[config.mk]
export PLATFORM = sky130hd
export DESIGN_NAME = irq_aggregator
export DESIGN_NICKNAME = d
export VERILOG_FILES = /design/src/rtl/irq_agg_pkg.sv /design/src/rtl/irq_pend_bank.sv /design/src/rtl/irq_en_reg.sv /design/src/rtl/irq_fire_gen.sv /design/src/rtl/irq_aggregator.sv
export SDC_FILE = /design/constraint.sdc
export NUM_CORES = 1
export LEC_CHECK = 0
export ABC_AREA = 1
export BUFFER_PORTS_ARGS = -buffer_cell sky130_fd_sc_hd__buf_2
export CELL_PAD_IN_SITES_DETAIL_PLACEMENT = 0
export CELL_PAD_IN_SITES_GLOBAL_PLACEMENT = 1
export CORE_MARGIN = 2
export CORE_UTILIZATION = 31
export DETAILED_ROUTE_END_ITERATION = 16
export PLACE_DENSITY = 0.86
export SLEW_MARGIN = 20
export SYNTH_ARGS = -nofsm -noshare
export SYNTH_HDL_FRONTEND = slang
export SYNTH_SLANG_ARGS = --single-unit
[constraint.sdc]
create_clock -name clk -period 1.5 [get_ports clk]
set_clock_uncertainty 0.1 [all_clocks]
set_input_delay 0.15 -clock clk [delete_from_list [all_inputs] [get_ports clk]]
set_output_delay 0.15 -clock clk [all_outputs]
set_load 0.02 [all_outputs]
[src/rtl/irq_agg_pkg.sv]
package irq_agg_pkg;

  typedef enum logic {
    SEL_SOURCE = 1'b0,
    SEL_ENABLE = 1'b1
  } reg_sel_e;

  function automatic logic any_new(input logic [31:0] now_v, input logic [31:0] held_v);
    return |(now_v & ~held_v);
  endfunction

endpackage

[src/rtl/irq_pend_bank.sv]
module irq_pend_bank #(
  parameter int NUM_SRC = 9
) (
  input  logic               clk,
  input  logic               rst,
  input  logic [NUM_SRC-1:0] req,
  input  logic               clr,
  output logic [NUM_SRC-1:0] pend_q,
  output logic [NUM_SRC-1:0] pend_nxt,
  output logic [NUM_SRC-1:0] held,
  output logic               ovf_q
);

  logic [NUM_SRC-1:0] repeat_hit;

  for (genvar i = 0; i < NUM_SRC; i++) begin : g_bit
    assign held[i]       = pend_q[i] & ~clr;
    assign repeat_hit[i] = req[i] & held[i];
    assign pend_nxt[i]   = held[i] | req[i];

    always_ff @(posedge clk) begin
      if (rst) pend_q[i] <= 1'b0;
      else     pend_q[i] <= pend_nxt[i];
    end
  end

  always_ff @(posedge clk) begin
    if (rst) ovf_q <= 1'b0;
    else     ovf_q <= (ovf_q & ~clr) | (|repeat_hit);
  end

endmodule

[src/rtl/irq_en_reg.sv]
module irq_en_reg #(
  parameter int NUM_SRC = 9
) (
  input  logic               clk,
  input  logic               rst,
  input  logic               we,
  input  logic [NUM_SRC-1:0] wbits,
  output logic [NUM_SRC-1:0] en_q,
  output logic [NUM_SRC-1:0] en_nxt
);

  assign en_nxt = we ? wbits : en_q;

  always_ff @(posedge clk) begin
    if (rst) en_q <= '0;
    else     en_q <= en_nxt;
  end

endmodule

[src/rtl/irq_fire_gen.sv]
module irq_fire_gen #(
  parameter int NUM_SRC = 9
) (
  input  logic               clk,
  input  logic               rst,
  input  logic [NUM_SRC-1:0] pend_nxt,
  input  logic [NUM_SRC-1:0] held,
  input  logic [NUM_SRC-1:0] en_q,
  input  logic [NUM_SRC-1:0] en_nxt,
  output logic               irq_o
);
  import irq_agg_pkg::*;

  logic [31:0] live_v;
  logic [31:0] seen_v;
  logic        fire;

  always_comb begin
    live_v = '0;
    seen_v = '0;
    live_v[NUM_SRC-1:0] = pend_nxt & en_nxt;
    seen_v[NUM_SRC-1:0] = held & en_q;
    fire = any_new(live_v, seen_v);
  end

  always_ff @(posedge clk) begin
    if (rst) irq_o <= 1'b0;
    else     irq_o <= fire;
  end

endmodule

[src/rtl/irq_aggregator.sv]
module irq_aggregator #(
  parameter int NUM_SRC = 9,
  parameter int DATA_W  = 32
) (
  input  logic              clk,
  input  logic              rst,
  input  logic [NUM_SRC-1:0] req_i,
  input  logic              reg_addr,
  input  logic              reg_wr,
  input  logic              reg_rd,
  input  logic [DATA_W-1:0] reg_wdata,
  output logic [DATA_W-1:0] reg_rdata,
  output logic              irq_o
);
  import irq_agg_pkg::*;

  localparam int OVF_BIT = DATA_W - 1;

  logic [NUM_SRC-1:0] pend_q, pend_nxt, held;
  logic [NUM_SRC-1:0] en_q, en_nxt;
  logic               ovf_q;
  logic               src_clr, en_we;
  logic [DATA_W-1:0]  src_view, en_view;
  logic               unused_wdata_hi;

  assign src_clr         = reg_rd & (reg_sel_e'(reg_addr) == SEL_SOURCE);
  assign en_we           = reg_wr & (reg_sel_e'(reg_addr) == SEL_ENABLE);
  assign unused_wdata_hi = ^reg_wdata[DATA_W-1:NUM_SRC];

  irq_pend_bank #(.NUM_SRC(NUM_SRC)) u_pend (
    .clk(clk), .rst(rst), .req(req_i), .clr(src_clr),
    .pend_q(pend_q), .pend_nxt(pend_nxt), .held(held), .ovf_q(ovf_q)
  );

  irq_en_reg #(.NUM_SRC(NUM_SRC)) u_en (
    .clk(clk), .rst(rst), .we(en_we), .wbits(reg_wdata[NUM_SRC-1:0]),
    .en_q(en_q), .en_nxt(en_nxt)
  );

  irq_fire_gen #(.NUM_SRC(NUM_SRC)) u_fire (
    .clk(clk), .rst(rst), .pend_nxt(pend_nxt), .held(held),
    .en_q(en_q), .en_nxt(en_nxt), .irq_o(irq_o)
  );

  always_comb begin
    src_view = '0;
    src_view[NUM_SRC-1:0] = pend_q;
    src_view[OVF_BIT]     = ovf_q;
    en_view = '0;
    en_view[NUM_SRC-1:0]  = en_q;
  end

  always_ff @(posedge clk) begin
    if (rst)         reg_rdata <= '0;
    else if (reg_rd) reg_rdata <= (reg_sel_e'(reg_addr) == SEL_SOURCE) ? src_view : en_view;
  end

endmodule

==> flow_summary.yaml, run 1 <==
outcome:
  result_of_the_run: "complete, no violations"
critical_path:
  critical_path_arrival_ps: 1210
  cpMaxStageDelayCell: "sky130_fd_sc_hd__nand2_2"
  timing.critical_path.depth: 10
  reg_to_reg_critical_path_startpoint: "u_pend.pend_q[8]"
  critPathLaunchType: "primary input"
  setup.reg_to_reg.worst_slack_ps: 380
  crit_required_ps: 1580
  worstPathCellList: "buf_2 -> nand2_2 -> nand2_1 -> nand2_1 -> nand3_1 -> nand2_1 -> nor2_1 -> nand3_1 -> nand2_1 -> inv_1"
  worst-setup-path-type: "primary input to register"
  worst_path_most_repeated_cell: "sky130_fd_sc_hd__nand2_1"
  endpoint: "u_fire.irq_o"
  r2r_end: "u_fire.irq_o"
  timing.critical_path.fanout_max: 13
  type_of_element_capturing_the_critical_path: "register"
  count_of_cells_along_the_worst_register_to_register_path: 7
  critical-path-top-delay-family: "simple AND/OR/NAND/NOR gates"
  crit_start: "reg_addr"
  worstPathBufferInverterCount: 2
  worst_path_largest_cell_delay_ps: 210
die:
  row_count: 26
  fp.coreArea_mm2: 0.005107
  dieHeight_um: 76.55
  dieArea_mm2: 0.005859
  num_io_pins: 79
  initial_core_utilization_pct: 31.95
  floorplan.die.width_um: 76.55
global_routing:
  groute.usage.overall_pct: 13.21
  grt_pass1_wl_um: 6203
  number_of_antenna_violations_at_the_first_check_in_global_routing: 0
  grt_pass1_vias: 1401
  gr-total-overflow: 0
  maximum_number_of_pins_on_one_net_before_global_route_repair: 21
min_path:
  holdCritPathClass: "primary input to register"
layout:
  mostFrequentLayoutCell: "sky130_fd_sc_hd__nand2_1"
  layout.core_utilization_pct: 36.23
  area_delta_synth_final_pct: 13.42
  diodes: 0
  drive_above_1_share_pct: 20.07
  design_area_mm2: 0.001851
  most-common-layout-cells: "51 x sky130_fd_sc_hd__nand2_1, 35 x sky130_fd_sc_hd__inv_1, 33 x sky130_fd_sc_hd__buf_2"
  finish.cell_count_without_fillers: 339
  fillers: 595
  area.sequential_um2: 600.6
  design.final.nets: 316
  footprint_of_the_multi_input_gates_um2: 737.0
route:
  totalWireLength_um: 3534
  count_of_vias_placed_by_the_detailed_router: 1435
  drc_errors: 0
  avgRoutedWirePerCell_um: 10.42
  drt_first_pass_iters: 4
  starting_drt_drc_count: 83
  final_antenna_net_count: 0
  post_drt_via_cell_ratio: 4.233
clock_tree:
  cts-root-to-sink-buffers: 2
  root_buffer: "sky130_fd_sc_hd__clkbuf_8"
  cts_repair_resize_count: 0
  cts-buffers-inserted: 5
  post-cts-setup-buffer-count: 0
  clock_sinks: 30
  clkSlewWorstSetupHoldPaths_ps: 60
  cts_hold_buffers: 0
  clkLatencyLatePin_ps: 280
  htree_levels: 2
  tritoncts_clock_tree: "built"
sta:
  fin_ws_ps: 373.3
  final-hold-violation-count: 0
  fin_crit_ps: 1127
  final_min_period_over_clock_period_pct: 75.12
  slew_violations: 0
  final.setup.tns_ps: 0
  achievable-frequency_mhz: 887.5
  rsz_0062_raised_after_global_routing: "false"
  setup_viol: 0
pwr:
  leakagePower_nw: 0.9831
  p_sw_share_pct: 29.08
  max-vdd-ir-drop_mv: 0.3705
  power-per-cell-area_mw_per_mm2: 1003
  combPwrFrac_pct: 18.6
  clock_power_share_pct: 33.9
  power_switching_uw: 539.7
  p_seq_share_pct: 47.5
  intPower_mw: 1.316
placed_design:
  post_detailed_placement_half_perimeter_wirelength_um: 2673
  placement.io_buffers: 33
  finalWeightedCongestion: 0.8019
  dpl.cell_count: 333
  preCtsSetupSlack_ps: 56.00
  placed_cell_area_mm2: 0.001768
yosys:
  ys_types: 18
  synth_seq_area_share_pct: 36.81
  synth_top_cell_area_share_pct: 36.81
  mean_area_per_synthesized_cell_um2: 6.913
  syn-cell-area_mm2: 0.001632
  postSynthRegisterBits: 30
  post_synth_inst_count: 236
  post-synth-top-area-cell: "sky130_fd_sc_hd__dfxtp_1"
  synth_top_cells_by_area: "sky130_fd_sc_hd__dfxtp_1 37%, sky130_fd_sc_hd__nand2_1 12%, sky130_fd_sc_hd__buf_4 11%, sky130_fd_sc_hd__nand3_1 9.8%, sky130_fd_sc_hd__inv_1 8.1%"
  yosysWarningCount: 0
run:
  cap_violations: 0
## power by group through the flow
stage	Clock, mW	Combinational [mW]	Sequential, mW
after floorplan	0	0.277	0.919
after global placement	0	0.345	0.899
after detailed placement	0	0.348	0.899
after CTS	0.649	0.349	0.882
after global routing	0.679	0.394	0.888
final	0.629	0.345	0.882
## sequential cells by signal (all words and copies together), names as in the netlist
signal and count:
u_fire.irq_o 1, u_pend.pend_q 9, u_en.en_q 9, reg_rdata 10
u_pend.ovf_q 1
## metal layers
layer / part of all wire [%] / GRT usage [%] / routed length, um / vias up
met2: 47 / 23.10 / 1655 / 32
li1: - / - / - / 763
met3: 4.7 / 4.147 / 165 / 5
met1: 47 / 15.68 / 1673 / 635
met5: 0 / 0 / 0 / -
met4: 1.1 / 3.273 / 39 / 0
## synth_stat cells
cell	number
sky130_fd_sc_hd__nand2_1	51
sky130_fd_sc_hd__inv_1	35
sky130_fd_sc_hd__nand3_1	32
sky130_fd_sc_hd__dfxtp_1	30
sky130_fd_sc_hd__buf_4	23
sky130_fd_sc_hd__a21oi_1	14
sky130_fd_sc_hd__nor2_1	12
sky130_fd_sc_hd__o211ai_1	11
sky130_fd_sc_hd__nand2_2	8
sky130_fd_sc_hd__o21ai_1	4
sky130_fd_sc_hd__buf_2	3
sky130_fd_sc_hd__buf_6	3
sky130_fd_sc_hd__clkbuf_1	3
sky130_fd_sc_hd__o22ai_1	3
sky130_fd_sc_hd__conb_1	1
sky130_fd_sc_hd__inv_6	1
sky130_fd_sc_hd__nand2_4	1
sky130_fd_sc_hd__o21ai_0	1
## through the flow
| stage | power, mW | hold slack [ps] |
|---|---|---|
| floorplan | 1.196 | 204.4 |
| CTS | 1.880 | 36.90 |
| global route | 1.962 | 70.90 |
| detailed placement | 1.247 | 332.0 |
| global placement | 1.243 | 326.7 |
| finish | 1.856 | 50.60 |
## worst reg2reg max path, cell delays in order, from the launching register on
cell and delay (ps):
sky130_fd_sc_hd__dfxtp_1 370, sky130_fd_sc_hd__nand3_1 90, sky130_fd_sc_hd__nand3_1 100, sky130_fd_sc_hd__nand2_1 50, sky130_fd_sc_hd__nor2_1 110, sky130_fd_sc_hd__nand3_1 90, sky130_fd_sc_hd__nand2_1 70, sky130_fd_sc_hd__inv_1 40
## how the worst min path moves through the flow
stage,start,to,slack (ps),cells past startpoint
2_1_floorplan,req_i[7],u_pend.pend_q[7],200,2
3_3_place_gp,req_i[8],u_pend.pend_q[8],330,3
3_5_place_dp,req_i[8],u_pend.pend_q[8],330,3
4_1_cts,req_i[8],u_pend.pend_q[8],40,3
5_1_grt,req_i[7],u_pend.pend_q[7],70,3
6_report,req_i[8],u_pend.pend_q[8],50,3
## final cells by class
type | instances | share of cell area, %
Multi-Input combinational cell | 159 | 39.82
Inverter | 36 | 7.573
Sequential cell | 30 | 32.45
Tap cell | 70 | 4.733
Timing Repair Buffer | 38 | 10.95
Clock buffer | 6 | 4.462
## kinds of logic after synthesis
group | count (synthesis) | synth area share [%]
simple gates | 104 | 28.07
buf+inv | 68 | 22.85
compound gates | 33 | 12.04
flops | 30 | 36.81
other cells | 1 | 0.2298
No activity file was read; power rests on OpenSTA's default activity.
==> inputs of run 2 (changes only) <==
- CORE_UTILIZATION: 31 -> 28
- PLACE_DENSITY: 0.86 -> 0.82
- clock period: 1.5 -> 1 ns (I/O delays scaled with it)
==> run 2 against run 1 <==
  * The run now ends with negative hold slack, negative setup slack left
  * Sequential cell count stayed put
  * Wire length up 22%
  * Clock power is 55% higher
  * Worst hold slack got worse by 57 ps
  * Via count increased by 8.8%
  * Final cell count increased by 6.8%
  * Sequential share of layout area decreased by 3.9 points
  * Sequential power grew 52%
  * Critical path depth decreased by 2
  * Power is 61% higher
  * Critical path type is now register to register
==> flow_summary.yaml, run 2 (synthesis results as in run 1) <==
outcome:
  result_of_the_run: "finished, violations left"
  failed_checks: "negative hold slack, negative setup slack"
critical_path:
  critical_path_arrival_ps: 1160
  crit_required_ps: 1090
  critPathLaunchType: "register"
  crit_start: "u_en.en_q[2]"
  timing.critical_path.fanout_max: 3
  worst-setup-path-type: "register to register"
  reg_to_reg_critical_path_startpoint: "u_en.en_q[2]"
  type_of_element_capturing_the_critical_path: "register"
die:
  num_io_pins: 79
  dieHeight_um: 80.34
  fp.coreArea_mm2: 0.005574
  dieArea_mm2: 0.006454
  floorplan.die.width_um: 80.34
  row_count: 27
  initial_core_utilization_pct: 29.27
layout:
  top_regs: "reg_rdata (10), u_en.en_q (9), u_pend.pend_q (9)"
  design_area_mm2: 0.002211
  most-common-layout-cells: "40 x sky130_fd_sc_hd__nand2_1, 35 x sky130_fd_sc_hd__inv_1, 30 x sky130_fd_sc_hd__buf_4"
  top_register: "reg_rdata"
  drive_above_1_share_pct: 37.59
  mostFrequentLayoutCell: "sky130_fd_sc_hd__nand2_1"
  design.final.nets: 337
  diodes: 0
  largest_register_ff_count: 10
  area_delta_synth_final_pct: 35.51
clock_tree:
  cts-root-to-sink-buffers: 2
  clock_sinks: 30
  clkLatencyLatePin_ps: 280
  cts-buffers-inserted: 5
  clkSlewWorstSetupHoldPaths_ps: 60
  tritoncts_clock_tree: "built"
  htree_levels: 2
  root_buffer: "sky130_fd_sc_hd__clkbuf_8"
route:
  met2WireLength_um: 2164
  routed.top_layer: "met4"
  count_of_vias_placed_by_the_detailed_router: 1561
  starting_drt_drc_count: 85
  post_drt_via_cell_ratio: 4.312
  totalWireLength_um: 4297
  final_antenna_net_count: 0
  met3_wirelength_um: 205
  drt-met1-wl_um: 1893
  avgRoutedWirePerCell_um: 11.87
  drc_errors: 0
  drt_first_pass_iters: 4
pwr:
  totalPowerFinal_mw: 2.986
  power-per-cell-area_mw_per_mm2: 1351
  max-vdd-ir-drop_mv: 0.6939
  leakagePower_nw: 1.141
placed_design:
  finalWeightedCongestion: 0.7943
  placement.io_buffers: 33
  post_detailed_placement_half_perimeter_wirelength_um: 3049
  placed_cell_area_mm2: 0.001961
global_routing:
  number_of_antenna_violations_at_the_first_check_in_global_routing: 0
  groute.usage.overall_pct: 13.82
  maximum_number_of_pins_on_one_net_before_global_route_repair: 20
  grt_pass1_wl_um: 6706
  grt_pass1_vias: 1472
  gr-total-overflow: 0
sta:
  hold-worst-slack_ps: -6.839
  setup_viol: 2
  rsz_0062_raised_after_global_routing: "true"
  final.setup.tns_ps: -76.80
  final_min_period_over_clock_period_pct: 106.7
  achievable-frequency_mhz: 936.8
  fin_crit_ps: 1067
  final-hold-violation-count: 1
  fin_ws_ps: -67.49
  slew_violations: 0
min_path:
  origin_of_the_worst_min_delay_path: "req_i[4]"
  holdCritPathClass: "primary input to register"
run:
  cap_violations: 0
==> run 2: cell count changes in the layout (fill, tap and decap cells not counted), moves of 3 or more <==
cell / change
sky130_fd_sc_hd__buf_2: -11
sky130_fd_sc_hd__buf_4: +25
sky130_fd_sc_hd__dfxtp_1: -18
sky130_fd_sc_hd__dfxtp_2: +15
sky130_fd_sc_hd__dfxtp_4: +3
sky130_fd_sc_hd__dlygate4sd3_1: +3
sky130_fd_sc_hd__nand2_1: -11
sky130_fd_sc_hd__nand2_2: +4
sky130_fd_sc_hd__nand2_4: +7
sky130_fd_sc_hd__nand3_1: -6
sky130_fd_sc_hd__nand3_2: +6
==> run 2: final timing paths <==
check        depth (start not counted)  slack, ps          endpoint
max                                  8        -70      u_fire.irq_o
min                                  3         -7  u_pend.pend_q[4]
max reg2reg                          8        -70      u_fire.irq_o
min reg2reg                          2        380      reg_rdata[7]
==> run 2: final cells by class <==
class	instances	area [um^2]
Fill cell	593	3363
Multi-Input combinational cell	159	837.1
Sequential cell	30	630.6
Timing Repair Buffer	59	427.9
Inverter	36	142.6
Tap cell	72	90.09
Clock buffer	6	82.58
==> run 2: critical path: stages (launching register included) <==
cell and delay (ps):
sky130_fd_sc_hd__dfxtp_2 330, sky130_fd_sc_hd__nand2_2 70, sky130_fd_sc_hd__nand2_1 70, sky130_fd_sc_hd__nand3_2 80, sky130_fd_sc_hd__nand2_1 50, sky130_fd_sc_hd__nor2_1 110
sky130_fd_sc_hd__nand3_1 80, sky130_fd_sc_hd__nand2_1 60, sky130_fd_sc_hd__inv_1 30
==> run 2: what timing repair did <==
action,CTS,global route
setup endpoints to repair,2,16
endpoints found under the hold margin,3,0
setup buffers,0,1
hold buffers,3,0
gates resized for setup,13,40
pin swaps,1,10
==> run 2: per-layer routing <==
metal	GRT usage [%]	up-vias
met5	0	-
met4	4.068	0
met3	4.494	4
met2	23.42	42
met1	16.60	705
li1	-	810
==> run 2: through the flow <==
| stage | hold WS (ps) | instances | util, % | worst slack (ps) |
|---|---|---|---|---|
| 5_1_grt | 6.795 | 362 | 39.66 | -159.3 |
| 6_report | -6.839 | 362 | 39.66 | -67.49 |
| 3_3_place_gp | 280.0 | 352 | 35.17 | -283.1 |
| 4_1_cts | 2.172 | 361 | 37.55 | -55.41 |
| 2_1_floorplan | 154.4 | 257 | - | -112.3 |
| 3_5_place_dp | 290.1 | 352 | 35.17 | -331.7 |
==> run 2: where the power goes <==
part           switching [mW]  total [mW]  internal, mW  leakage [nW]
Sequential             0.0636        1.34          1.28         0.255
Combinational           0.396       0.667         0.271         0.843
Clock                   0.446       0.976         0.530        0.0431
Total                   0.905        2.99          2.08          1.14
==> inputs of run 3 (changes only) <==
- GPL_ROUTABILITY_DRIVEN: default -> 0
- GPL_TIMING_DRIVEN: default -> 0
- SETUP_SLACK_MARGIN: default -> 0.1
==> run 3 against run 2 <==
  * The flow finishes with violations (negative setup slack)
  * Maximum frequency shrank 2.6%
  * Worst hold slack gained 7.2 ps
  * Count of clock-buffer cells in the layout grew 1
  * Final area grew 5.4%
  * Sequential power is essentially flat
  * Critical path depth shrank 1
  * Worst setup slack lost 28 ps
  * Highest routed layer unchanged
==> flow_summary.yaml, run 3 (synthesis results as in run 1) <==
outcome:
  result_of_the_run: "finished, violations left"
  failed_checks: "negative setup slack"
global_routing:
  maximum_number_of_pins_on_one_net_before_global_route_repair: 12
  grt_pass1_vias: 1422
  grt_pass1_wl_um: 6568
  number_of_antenna_violations_at_the_first_check_in_global_routing: 0
  gr-total-overflow: 0
  groute.usage.overall_pct: 13.57
placed_design:
  dpl.cell_count: 361
  placement.io_buffers: 32
  post_detailed_placement_half_perimeter_wirelength_um: 2985
min_path:
  holdCritPathClass: "primary input to register"
  hold_ep: "u_en.en_q[1]"
  origin_of_the_worst_min_delay_path: "reg_wdata[1]"
  min_delay_path_depth: 3
sta:
  fin_ws_ps: -95.81
  final_min_period_over_clock_period_pct: 109.6
  achievable-frequency_mhz: 912.6
  final-hold-violation-count: 0
  slew_violations: 0
  hold-worst-slack_ps: 0.3915
  fin_crit_ps: 1096
  rsz_0062_raised_after_global_routing: "true"
  setup_viol: 2
  final.setup.tns_ps: -167.3
critical_path:
  reg_to_reg_critical_path_startpoint: "u_pend.pend_q[7]"
  count_of_cells_along_the_worst_register_to_register_path: 7
  r2r_end: "u_fire.irq_o"
  critical_path_arrival_ps: 1170
  worst-setup-path-type: "register to register"
  crit_start: "u_pend.pend_q[7]"
  setup.reg_to_reg.worst_slack_ps: -100
  crit_required_ps: 1080
  type_of_element_capturing_the_critical_path: "register"
  timing.critical_path.fanout_max: 3
  critPathLaunchType: "register"
pwr:
  power-per-cell-area_mw_per_mm2: 1317
  leakagePower_nw: 1.220
  totalPowerFinal_mw: 3.071
  max-vdd-ir-drop_mv: 0.6033
route:
  count_of_vias_placed_by_the_detailed_router: 1613
  starting_drt_drc_count: 54
  final_antenna_net_count: 0
  post_drt_via_cell_ratio: 4.301
  drc_errors: 0
  totalWireLength_um: 4086
  avgRoutedWirePerCell_um: 10.90
  drt_first_pass_iters: 4
die:
  floorplan.die.width_um: 80.34
  initial_core_utilization_pct: 29.27
  dieArea_mm2: 0.006454
  row_count: 27
  num_io_pins: 79
  dieHeight_um: 80.34
  fp.coreArea_mm2: 0.005574
layout:
  design.final.nets: 348
  diodes: 0
  most-common-layout-cells: "42 x sky130_fd_sc_hd__nand2_1, 34 x sky130_fd_sc_hd__inv_1, 28 x sky130_fd_sc_hd__nand3_1"
  area_delta_synth_final_pct: 42.87
  mostFrequentLayoutCell: "sky130_fd_sc_hd__nand2_1"
  top_regs: "reg_rdata (10), u_en.en_q (9), u_pend.pend_q (9)"
  finish.cell_count_without_fillers: 375
  top_register: "reg_rdata"
  drive_above_1_share_pct: 40.26
  largest_register_ff_count: 10
clock_tree:
  clkLatencyLatePin_ps: 290
  tritoncts_clock_tree: "built"
  clock_sinks: 30
  cts-root-to-sink-buffers: 2
  cts-buffers-inserted: 5
  htree_levels: 2
  root_buffer: "sky130_fd_sc_hd__clkbuf_8"
  clkSlewWorstSetupHoldPaths_ps: 70
run:
  cap_violations: 0
[run 3: routing by layer]
metal,wire length (um),track usage [%]
met1,1924,17.65
met2,1888,21.25
met3,213,3.483
met4,59,5.593
met5,0,0
[run 3: metrics by stage]
stage	util, %	cell area, um^2	setup slack (ps)
2_1_floorplan	-	1767	-112.3
3_3_place_gp	36.18	2017	-270.6
3_5_place_dp	36.18	2017	-285.4
4_1_cts	40.97	2283	-96.70
5_1_grt	41.82	2331	-164.1
6_report	41.82	2331	-95.81
[run 3: how the worst max path moves through the flow]
stage | to | slack (ps)
finish | u_fire.irq_o | -100
global route | u_fire.irq_o | -160
CTS | u_fire.irq_o | -100
detailed placement | u_fire.irq_o | -290
global placement | u_fire.irq_o | -270
floorplan | u_fire.irq_o | -110
[run 3: area by class of cell]
class / instances / area, um^2
inverters: 36 / 142.6
well taps: 72 / 90.09
repair buffers: 39 / 297.8
flip-flops and latches: 30 / 635.6
multi-input cells: 159 / 819.5
fillers: 628 / 3243
plain buffers: 31 / 254.0
clock buffers: 7 / 86.33
clock inverters: 1 / 5.005
[run 3: worst max-delay path, cell delays in order (launching register included)]
cell and delay [ps]:
sky130_fd_sc_hd__dfxtp_4 370, sky130_fd_sc_hd__nand3_1 100, sky130_fd_sc_hd__nand3_2 100, sky130_fd_sc_hd__nand2_1 50, sky130_fd_sc_hd__nor2_1 90, sky130_fd_sc_hd__nand3_1 80, sky130_fd_sc_hd__nand2_1 60, sky130_fd_sc_hd__inv_1 30
[run 3: report_power, final]
group | leakage (nW) | total, mW | switching, mW | internal, mW
Combinational | 0.915 | 0.712 | 0.395 | 0.317
Sequential | 0.257 | 1.35 | 0.0655 | 1.28
Clock | 0.0482 | 1.01 | 0.456 | 0.554
[run 3: what timing repair did]
action                                 4_1_cts  5_1_grt
hold buffers                                 5        0
gates resized for setup                     51       17
setup buffers                                2        0
setup endpoints to repair                   24       20
pin swaps                                    8        6
endpoints found under the hold margin        7        0
